## src/rtl/hl_pkg.sv

```systemverilog
package hl_pkg;
    localparam int TS_W      = 13;
    localparam int PIX_IDX_W = 6;
    localparam int ROW_FLD_W = 10;
    localparam int WORD_W    = 30;

    typedef enum logic [2:0] {
        S_IDLE,
        S_ACQ,
        S_RD_REC,
        S_RD_STAT,
        S_DONE
    } lg_state_t;

    function automatic logic [WORD_W-1:0] pack_rec(
        input logic [ROW_FLD_W-1:0] row,
        input logic [PIX_IDX_W-1:0] pix,
        input logic [TS_W-1:0]      ts
    );
        return {1'b0, row, pix, ts};
    endfunction

    function automatic logic [WORD_W-1:0] pack_stat(
        input logic [ROW_FLD_W-1:0] row,
        input logic                 ovf,
        input logic [7:0]           cnt
    );
        return {1'b1, row, 10'd0, ovf, cnt};
    endfunction
endpackage

```

## src/rtl/prio_enc.sv

```systemverilog
module prio_enc #(
    parameter int N  = 42,
    parameter int IW = 6
) (
    input  logic [N-1:0]  req,
    output logic [IW-1:0] idx,
    output logic          any
);
    always_comb begin
        idx = '0;
        any = |req;
        for (int i = N - 1; i >= 0; i--) begin
            if (req[i]) idx = IW'(i);
        end
    end
endmodule

```

## src/rtl/hit_row.sv

```systemverilog
module hit_row #(
    parameter int PIX   = 42,
    parameter int DEPTH = 19,
    parameter int TS_W  = 13,
    parameter int IDX_W = 6,
    parameter int CNT_W = 5
) (
    input  logic             clk,
    input  logic             rst_n,
    input  logic             clear,
    input  logic             cap_en,
    input  logic [PIX-1:0]   hits,
    input  logic [PIX-1:0]   mask,
    input  logic [TS_W-1:0]  ts,
    input  logic [CNT_W-1:0] rd_idx,
    output logic [CNT_W-1:0] cnt,
    output logic             ovf,
    output logic [IDX_W-1:0] rd_pix,
    output logic [TS_W-1:0]  rd_ts
);
    logic [PIX-1:0]   prev_q;
    logic [PIX-1:0]   pend_q;
    logic [PIX-1:0]   rise;
    logic [PIX-1:0]   take_bit;
    logic [IDX_W-1:0] sel;
    logic             sel_any;
    logic             take;
    logic [IDX_W-1:0] mem_pix [DEPTH];
    logic [TS_W-1:0]  mem_ts  [DEPTH];

    assign rise     = hits & ~prev_q & ~mask & {PIX{cap_en}};
    assign take     = sel_any & cap_en;
    assign take_bit = take ? ({{(PIX-1){1'b0}}, 1'b1} << sel) : '0;

    prio_enc #(.N(PIX), .IW(IDX_W)) u_enc (
        .req (pend_q),
        .idx (sel),
        .any (sel_any)
    );

    always_ff @(posedge clk or negedge rst_n) begin
        if (!rst_n) begin
            prev_q <= '0;
            pend_q <= '0;
            cnt    <= '0;
            ovf    <= 1'b0;
        end else begin
            prev_q <= hits;
            if (clear) begin
                pend_q <= '0;
                cnt    <= '0;
                ovf    <= 1'b0;
            end else begin
                pend_q <= (pend_q & ~take_bit) | rise;
                if (take) begin
                    if (cnt < CNT_W'(DEPTH)) begin
                        mem_pix[cnt] <= sel;
                        mem_ts[cnt]  <= ts;
                        cnt          <= cnt + 1'b1;
                    end else begin
                        ovf <= 1'b1;
                    end
                end
            end
        end
    end

    assign rd_pix = mem_pix[rd_idx];
    assign rd_ts  = mem_ts[rd_idx];
endmodule

```

## src/rtl/hit_logger.sv

```systemverilog
module hit_logger
    import hl_pkg::*;
#(
    parameter int ROWS  = 4,
    parameter int PIX   = 42,
    parameter int DEPTH = 19
) (
    input  logic                 clk,
    input  logic                 rst_n,
    input  logic                 acq_start,
    input  logic                 acq_stop,
    input  logic                 bx_tick,
    input  logic [ROWS*PIX-1:0]  hits,
    input  logic [ROWS*PIX-1:0]  mask,
    output logic                 acquiring,
    output logic                 rd_valid,
    output logic [WORD_W-1:0]    rd_data,
    output logic                 done
);
    localparam int CNT_W = $clog2(DEPTH + 1);
    localparam int ROW_W = (ROWS > 1) ? $clog2(ROWS) : 1;

    lg_state_t        state_q, state_d;
    logic [TS_W-1:0]  ts_q;
    logic [ROW_W-1:0] row_q;
    logic [CNT_W-1:0] rec_q;
    logic             start_ok, has_rec, last_row;

    logic [CNT_W-1:0]     cnt_a [ROWS];
    logic                 ovf_a [ROWS];
    logic [PIX_IDX_W-1:0] pix_a [ROWS];
    logic [TS_W-1:0]      ts_a  [ROWS];

    assign acquiring = (state_q == S_ACQ);
    assign start_ok  = acq_start && (state_q == S_IDLE || state_q == S_DONE);
    assign has_rec   = rec_q < cnt_a[row_q];
    assign last_row  = (row_q == ROW_W'(ROWS - 1));

    for (genvar r = 0; r < ROWS; r++) begin : g_row
        hit_row #(
            .PIX(PIX), .DEPTH(DEPTH), .TS_W(TS_W),
            .IDX_W(PIX_IDX_W), .CNT_W(CNT_W)
        ) u_row (
            .clk    (clk),
            .rst_n  (rst_n),
            .clear  (start_ok),
            .cap_en (acquiring),
            .hits   (hits[r*PIX +: PIX]),
            .mask   (mask[r*PIX +: PIX]),
            .ts     (ts_q),
            .rd_idx (rec_q),
            .cnt    (cnt_a[r]),
            .ovf    (ovf_a[r]),
            .rd_pix (pix_a[r]),
            .rd_ts  (ts_a[r])
        );
    end

    always_comb begin
        state_d = state_q;
        unique case (state_q)
            S_IDLE:    if (acq_start) state_d = S_ACQ;
            S_ACQ:     if (acq_stop)  state_d = S_RD_REC;
            S_RD_REC:  if (!has_rec)  state_d = S_RD_STAT;
            S_RD_STAT: state_d = last_row ? S_DONE : S_RD_REC;
            S_DONE:    if (acq_start) state_d = S_ACQ;
            default:   state_d = S_IDLE;
        endcase
    end

    // state register, timestamp and readout pointers
    always_ff @(posedge clk or negedge rst_n) begin
        if (!rst_n) begin
            state_q <= S_IDLE;
            ts_q    <= '0;
            row_q   <= '0;
            rec_q   <= '0;
        end else begin
            state_q <= state_d;
            if (start_ok) begin
                ts_q <= '0;
            end else if (state_q == S_ACQ && bx_tick) begin
                ts_q <= ts_q + 1'b1;
            end
            if (state_q == S_ACQ && acq_stop) begin
                row_q <= '0;
                rec_q <= '0;
            end else if (state_q == S_RD_REC && has_rec) begin
                rec_q <= rec_q + 1'b1;
            end else if (state_q == S_RD_STAT && !last_row) begin
                row_q <= row_q + 1'b1;
                rec_q <= '0;
            end
        end
    end

    // registered outputs
    always_ff @(posedge clk or negedge rst_n) begin
        if (!rst_n) begin
            rd_valid <= 1'b0;
            rd_data  <= '0;
            done     <= 1'b0;
        end else begin
            rd_valid <= 1'b0;
            rd_data  <= '0;
            done     <= (state_q == S_DONE) && (state_d == S_DONE);
            if (state_q == S_RD_REC && has_rec) begin
                rd_valid <= 1'b1;
                rd_data  <= pack_rec(ROW_FLD_W'(row_q), pix_a[row_q], ts_a[row_q]);
            end else if (state_q == S_RD_STAT) begin
                rd_valid <= 1'b1;
                rd_data  <= pack_stat(ROW_FLD_W'(row_q), ovf_a[row_q], 8'(cnt_a[row_q]));
            end
        end
    end
endmodule

```

## config.mk

```make
export PLATFORM = sky130hd
export DESIGN_NAME = hit_logger
export DESIGN_NICKNAME = d
export VERILOG_FILES = /design/src/rtl/hl_pkg.sv /design/src/rtl/prio_enc.sv /design/src/rtl/hit_row.sv /design/src/rtl/hit_logger.sv
export SDC_FILE = /design/constraint.sdc
export NUM_CORES = 2
export LEC_CHECK = 0
export BUFFER_PORTS_ARGS = -buffer_cell sky130_fd_sc_hd__buf_2
export CAP_MARGIN = 20
export CELL_PAD_IN_SITES_DETAIL_PLACEMENT = 2
export CELL_PAD_IN_SITES_GLOBAL_PLACEMENT = 2
export CORE_AREA = 10 10 403 405
export DETAILED_ROUTE_END_ITERATION = 16
export DIE_AREA = 0 0 413 415
export GPL_TIMING_DRIVEN = 0
export PLACE_DENSITY_LB_ADDON = 0.08
export SETUP_SLACK_MARGIN = 0.02
export SLEW_MARGIN = 15
export SYNTH_ARGS = -nofsm -noshare
export SYNTH_HDL_FRONTEND = slang
export SYNTH_SLANG_ARGS = --single-unit
```

## constraint.sdc

```tcl
create_clock -name clk -period 4.8 [get_ports clk]
set_input_delay 0.48 -clock clk [delete_from_list [all_inputs] [get_ports clk]]
set_output_delay 0.48 -clock clk [all_outputs]
set_load 0.01 [all_outputs]
```

After elaboration in Yosys (flattened, before gate mapping). Memories as Yosys holds them, arrays and structs flattened. Cells that the tools add are included.

Reduce and logical (&&, ||, !) cells: 38. $lt $le $gt $ge: 6. Muxes and demuxes: 245. $mul: 0. Add/subtract/negate cells: 7. Shifts and indexed selects: 4. Equality and inequality tests: 11. Div/mod/pow operators: 0. Bitwise gates (word level): 37.

Operators with widths (count): two-way mux 6 bit (170); AND 42 bit (16); NOT 42 bit (12); two-way mux 42 bit (8); bitwise OR 42 bit (4); OR reduction 42 bit (4); << shifter 1 x 6 -> 42 bit, first input constant (4); two-way mux 5 bit (17); two-way mux 30 bit (2); two-way mux 13 bit (4); two-way mux 1 bit (32); binary-select mux 13 bit (select 2 bit) (1); adder 5 x 1 -> 5 bit, second input constant (5); less-than comparator 5 bit, second input constant (4); nonzero test 2 bit (10); AND reduction 2 bit (9); adder 13 x 1 -> 13 bit, second input constant (1); binary-select mux 6 bit (select 2 bit) (1); two-way mux 3 bit (4); case mux 3 bit (4 select lines) (1); binary-select mux 5 bit (select 2 bit) (1); logical AND 1 bit (10); inequality test 2 bit, second input constant (4); equality test 3 x 2 -> 1 bit, second input constant (2); 16 further kinds (22).

Latch bits: 0. Input port bits: 341. Memory bits (writable): 1444. Output and inout bits: 33. Flip-flop bits (word level): 415. ROM bits: 0. Logic and storage cells: 379. Memories kept: 8.

Memories: g_row[0].u_row.mem_ts (words 19, bits a word 13, rd ports 1, clocked after memory_dff 0, wr ports 1, RTL line hit_row.sv:29) `logic [TS_W-1:0] mem_ts [DEPTH];`; g_row[1].u_row.mem_ts (words 19, bits a word 13, rd ports 1, clocked after memory_dff 0, wr ports 1, RTL line hit_row.sv:29); g_row[2].u_row.mem_ts (words 19, bits a word 13, rd ports 1, clocked after memory_dff 0, wr ports 1, RTL line hit_row.sv:29); g_row[3].u_row.mem_ts (words 19, bits a word 13, rd ports 1, clocked after memory_dff 0, wr ports 1, RTL line hit_row.sv:29); g_row[0].u_row.mem_pix (words 19, bits a word 6, rd ports 1, clocked after memory_dff 0, wr ports 1, RTL line hit_row.sv:28) `logic [IDX_W-1:0] mem_pix [DEPTH];`; g_row[1].u_row.mem_pix (words 19, bits a word 6, rd ports 1, clocked after memory_dff 0, wr ports 1, RTL line hit_row.sv:28); +2 memories.

Depth between registers and ports, before layout.
Word-level depth: 48. Depth in mapped cells: 12. Mapped depth without buffers: 10.

Hierarchy. Synthesis repeated with hierarchy kept, for this count alone.

Cells, all modules: 4223. Area total of the unflattened synthesis: 74841.8 um2.

By module, submodules not included: hit_row (area an instance 17484.3 um2, seq. area each 13092.6 um2, cells each 909, instances 4); hit_logger (area an instance 2712.6 um2, seq. area each 1176.1 um2, cells each 223, instances 1); prio_enc (area an instance 548.0 um2, seq. area each 0.0 um2, cells each 91, instances 4).

Worst setup path before layout. OpenSTA, ideal clock, no wires.

Kind: register to register. Start point: register row_q[1]. End point: register rd_data[10]. Setup time: 83 ps. Arrival: 3030 ps. Data required time: 4717 ps. Setup slack: 1687 ps. Clock period less this slack: 3113 ps. Cell stages (with the launch flop): 13. Path buffers: 3. Path through: dfrtp_1 > clkbuf_1 > buf_1 > mux4_2 > inv_1 > ha_1 > a21o_1 > a21o_1 > a211oi_1 > nor3b_2 > nand2_1 > clkbuf_1 > o22ai_1.

Longest elaborated chain between the ends: 7. Elaborated cells between the ends (all ways): 10. Those cells by class: 1 x order compare; 7 x mux; 1 x bitwise; 1 x reduce/logical.

RTL lines: start, declared (RTL line hit_logger.sv:25) `logic [ROW_W-1:0] row_q;`; start signal, assigned (RTL line hit_logger.sv:91) `row_q <= row_q + 1'b1;`; NOT 2 -> 3 bit (implied by the code) * (RTL line hit_logger.sv:36, hit_logger.sv:109); binary-select mux 5 bit (select 2 bit) (RTL line hit_logger.sv:36) `assign has_rec = rec_q < cnt_a[row_q];`; two-way mux 5 bit (implied by the code) (2 in a row) (RTL line hit_logger.sv:36); less-than comparator 5 bit (RTL line hit_logger.sv:36); logical AND 1 bit (RTL line hit_logger.sv:107) `if (state_q == S_RD_REC && has_rec) begin`; two-way mux 30 bit * (RTL line hit_logger.sv:107); end signal, assigned (RTL line hit_logger.sv:109) `rd_data <= pack_rec(ROW_FLD_W'(row_q), pix_a[row_q], ts_a[row_q]);`; end signal, assigned (RTL line hit_logger.sv:112) `rd_data <= pack_stat(ROW_FLD_W'(row_q), ovf_a[row_q], 8'(cnt_a[row_q]));`; end, declared (RTL line hit_logger.sv:17) `output logic [WORD_W-1:0] rd_data,`.

Every way passes the cells marked *; elsewhere a longest branch is shown, timed or not. The select of a mux whose other input is x is not followed. A chain may end at the register's enable or synchronous reset.

Worst setup path after layout.
Start point: register state_q[0]. End point: memory g_row[0].u_row.mem_pix[18][2], enable pin.

Longest elaborated chain between the ends: 6. Elaborated cells between the ends (all ways): 10. Those cells by class: 2 x eq/ne; 3 x mux; 1 x bitwise; 4 x reduce/logical.

RTL lines: start, declared (RTL line hit_logger.sv:23) `lg_state_t state_q, state_d;`; start signal, assigned (RTL line hit_logger.sv:79) `state_q <= state_d;`; equality test 3 x 1 -> 1 bit (tied with other cells) (RTL line hit_logger.sv:34) `assign acquiring = (state_q == S_ACQ);`; AND 1 bit or logical OR 1 bit (tied branches) (RTL line hit_row.sv:32, hit_logger.sv:35); two-way mux 1 bit or logical AND 1 bit (tied branches) (RTL line hit_row.sv:55, hit_logger.sv:35); two-way mux 1 bit * (RTL line hit_row.sv:49) `if (clear) begin`; logical AND 1 bit (implied by the code) * (RTL line hit_row.sv:57) `mem_pix[cnt] <= sel;`; two-way mux 1 bit (implied by the code) * (RTL line hit_row.sv:57); end, declared (RTL line hit_row.sv:28).

Every way passes the cells marked *; elsewhere a longest branch is shown, timed or not.

==> run_results.csv <==
group,metric,value,unit
cts,root_buffer,"clkbuf_16",
logic_synthesis,synth.distinct_cells,81,
detailed_routing,vias_per_cell,6.971,
worst_setup_path,start_kind,"register",
worst_setup_path,cpMaxStageDelayCell,"a311oi_1",
logic_synthesis,yosysSeqAreaShare,71.47,%
floorplan,die_area,0.1714,sq mm
layout,area_delta_synth_final,20.51,%
grt,antenna_found_initial,26,
cts,htree_levels,4,
detailed_routing,vias,54080,
logic_synthesis,synthCells,4623,
worst_setup_path,path_max_fanout,13,
timing,fin_hold_ws,27.68,ps
logic_synthesis,yosys_register_bits,1851,
timing,fmax,203.6,MHz
detailed_routing,drt-met1-wl,122.1,mm
power,pwr_density_cell,697.9,mW/mm^2
cts,cts.path.max_buffers,3,
detailed_routing,top_layer,"met5",
timing,fin_crit,4912,ps
floorplan,die_w,413,um
cts,path_clk_slew,70,ps
floorplan,placement_rows,144,
grt,grt_overflow,0,
worst_setup_path,crit_chain,"inv_1, or3_1, clkbuf_1, inv_2, nand2_1, a311oi_1, nand2_1, nor2_2, buf_8",
outcome,status,"finished with violations",
layout,nets,5896,
layout,final_cell_mix,"1444 x edfxtp_1, 425 x buf_2, 394 x dfrtp_1, 301 x nor2_1, 286 x mux4_2",
layout,final_common_cell,"edfxtp_1",
detailed_routing,totalWireLength,338.4,mm
logic_synthesis,ys.flop_type,"edfxtp_1",
min_path,hold_path_depth,4,
logic_synthesis,synthTopCellsByArea,"edfxtp_1 58%, dfrtp_1 14%, mux4_2 8.6%, mux2i_1 2.8%, nor2_1 1.9%",
worst_setup_path,ff2ff_path_depth,9,
floorplan,core,0.1539,sq mm
job,maxCapViolations,0,
logic_synthesis,syn_avg_cell_area,16.21,sq um
detailed_routing,drc_errors,0,
timing,tightestPinTransition,1309,ps
cts,clkLatencyLatePin,830,ps
detailed_routing,final_antenna_net_count,0,
detailed_routing,avgRoutedWirePerCell,43.63,um
timing,setup_slack,-111.8,ps
cts,cts_tree,"yes",
worst_setup_path,crit_top_cell,"nand2_1",
cts,numCtsBuffers,191,
logic_synthesis,synth_top_area_share,57.87,%
logic_synthesis,synthArstFlopShare,21.99,%
place,numPortBuffers,365,
floorplan,die_h,415,um
detailed_routing,wl_met2,161.4,mm
place,pre_cts_slack,-1125,ps
logic_synthesis,yosysWarnings,0,
timing,grt_setup_unrepaired,"true",
timing,setup_viol,211,
worst_setup_path,required,5310,ps
power,p_leak,30.75,nW
timing,finalCritPeriodShare,102.3,%
logic_synthesis,synth_area,0.07492,sq mm
floorplan,ios,374,
layout,drive_gt1_share,22.89,%
grt,grt_usage,39.06,%
min_path,hold_class,"in2reg",
logic_synthesis,yosysTopAreaCell,"edfxtp_1",
grt,grt_max_degree,93,
worst_setup_path,path_class,"reg2reg",
worst_setup_path,critical_path_arrival,5420,ps
place,gp_congestion,0.8681,
detailed_routing,drt_iter0_markers,7881,
cts,clock-sinks,1851,
worst_setup_path,crit_path_end_kind,"register",
timing,max_slew_margin,12.74,%
place,post-dp-hpwl,206.5,mm
grt,grt_pass1_vias,58560,
timing,skew,38.23,ps
detailed_routing,dr.pass1.iters,5,
timing,slew_viol_final,0,
detailed_routing,wl_met3,31.29,mm
outcome,violations,"setup timing",
worst_setup_path,max_stage_delay,870,ps
timing,hold_viol,0,
grt,grt_pass1_wl,478.8,mm
logic_synthesis,synth_edf_count,1444,
power,vdd_drop_max,728.5,uV
floorplan,start_util,48.69,%
registers in the layout (all words and copies together), names as in the netlist:
signal	count
g_row.u_row.ovf	4
g_row.u_row.pend_q	168
state_q	3
g_row.u_row.mem_pix	456
g_row.u_row.prev_q	168
ts_q	13
g_row.u_row.mem_ts	988
done	1
rd_data	22
rd_valid	1
rec_q	5
g_row.u_row.cnt	20
row_q	2
repair_timing:
action                                  4_1_cts  5_1_grt
hold buffers                                270        0
endpoints found under the setup margin      364      312
hold endpoints to repair                    364        0
pin swaps                                     0        0
buffers inserted                              4        0
gates resized for setup                      15        7
synth_stat cells, types with 23 or more instances:
| cell | number |
|---|---|
| o31ai_1 | 57 |
| inv_1 | 69 |
| mux2i_1 | 211 |
| o221ai_1 | 32 |
| o21ai_0 | 118 |
| nand2b_1 | 25 |
| mux4_2 | 286 |
| nand3_1 | 181 |
| edfxtp_1 | 1444 |
| nor2b_1 | 23 |
| clkbuf_1 | 128 |
| a221oi_1 | 46 |
| nor4_1 | 45 |
| a31oi_1 | 92 |
| nor4b_1 | 26 |
| nor2_1 | 383 |
| nand2_1 | 227 |
| buf_2 | 56 |
| dfrtp_1 | 407 |
| a211oi_1 | 30 |
| a21oi_1 | 191 |
| a311oi_1 | 67 |
| ha_1 | 23 |
| nor3_1 | 46 |
| mux2_2 | 45 |
| buf_1 | 38 |
worst paths after layout:
check                           slack, ps                             to                       from
worst max register to register       -110  g_row[0].u_row.mem_pix[18][2]                 state_q[0]
max in group asynchronous            3440      g_row[2].u_row.prev_q[16]                      rst_n
worst max-delay path                 -110  g_row[0].u_row.mem_pix[18][2]                 state_q[0]
worst min register to register        550      g_row[2].u_row.pend_q[23]  g_row[2].u_row.prev_q[23]
worst min-delay path                   30      g_row[0].u_row.pend_q[41]                   mask[41]
min in group asynchronous             330       g_row[0].u_row.prev_q[5]                      rst_n
cell type report:
cell class,count,area [sq um]
fill,13180,63580
sequential,1851,53600
multi-input combinational,2469,20680
timing repair buffer,711,5758
clock buffer,265,5386
tap,2044,2557
buffer,231,1002
clock inverter,92,975.9
inverter,77,289.0
antenna,17,42.54
power by group:
group | switching, W | leakage, nW | internal (W)
registers | 0.00169 | 17.5 | 0.0211
clock network | 0.00722 | 3.11 | 0.00879
logic | 0.0180 | 10.1 | 0.00627
total | 0.0269 | 30.7 | 0.0361
through the flow:
step                      cells  util, %  total power (W)  TNS [ps]  cell area, sq um
final                      7757    58.68          0.06301    -11680             90290
after global routing       7750    58.67          0.06420         0             90270
after CTS                  7730    58.56          0.06125         0             90110
after detailed placement   7101    52.59          0.04470   -306820             80920
after floorplan            4630        -          0.03391         0             74950
after global placement     7039    51.56          0.04224         -             79330
worst max-delay path, delay by kind of cell (launching register included):
kind	cells	cell delay, ps
buf+inv	4	1140
compound gates	1	870
flops	1	520
simple gates	4	2050
cells by family (layout without fill, tap and decap cells):
group                      count (synthesis)  in the layout  synth area share, %
adders and majority gates                 23             23               0.3841
AOI/OAI and AO/OA                        791            791                7.157
other                                      1             25             0.005005
muxes                                    542            542                12.09
and+or+nand+nor                         1090           1090                7.017
buffers and inverters                    310           1376                1.702
xor gates and xnor gates                  15             15               0.1753
DFF                                     1851           1851                71.47
metal layers:
layer | up-vias | track usage (%)
met5 | - | 0
met4 | 14 | 22.44
met3 | 1054 | 8.372
met2 | 4053 | 62.40
met1 | 28670 | 49.20
li1 | 20290 | -
No activity file was read; power rests on OpenSTA's default activity.
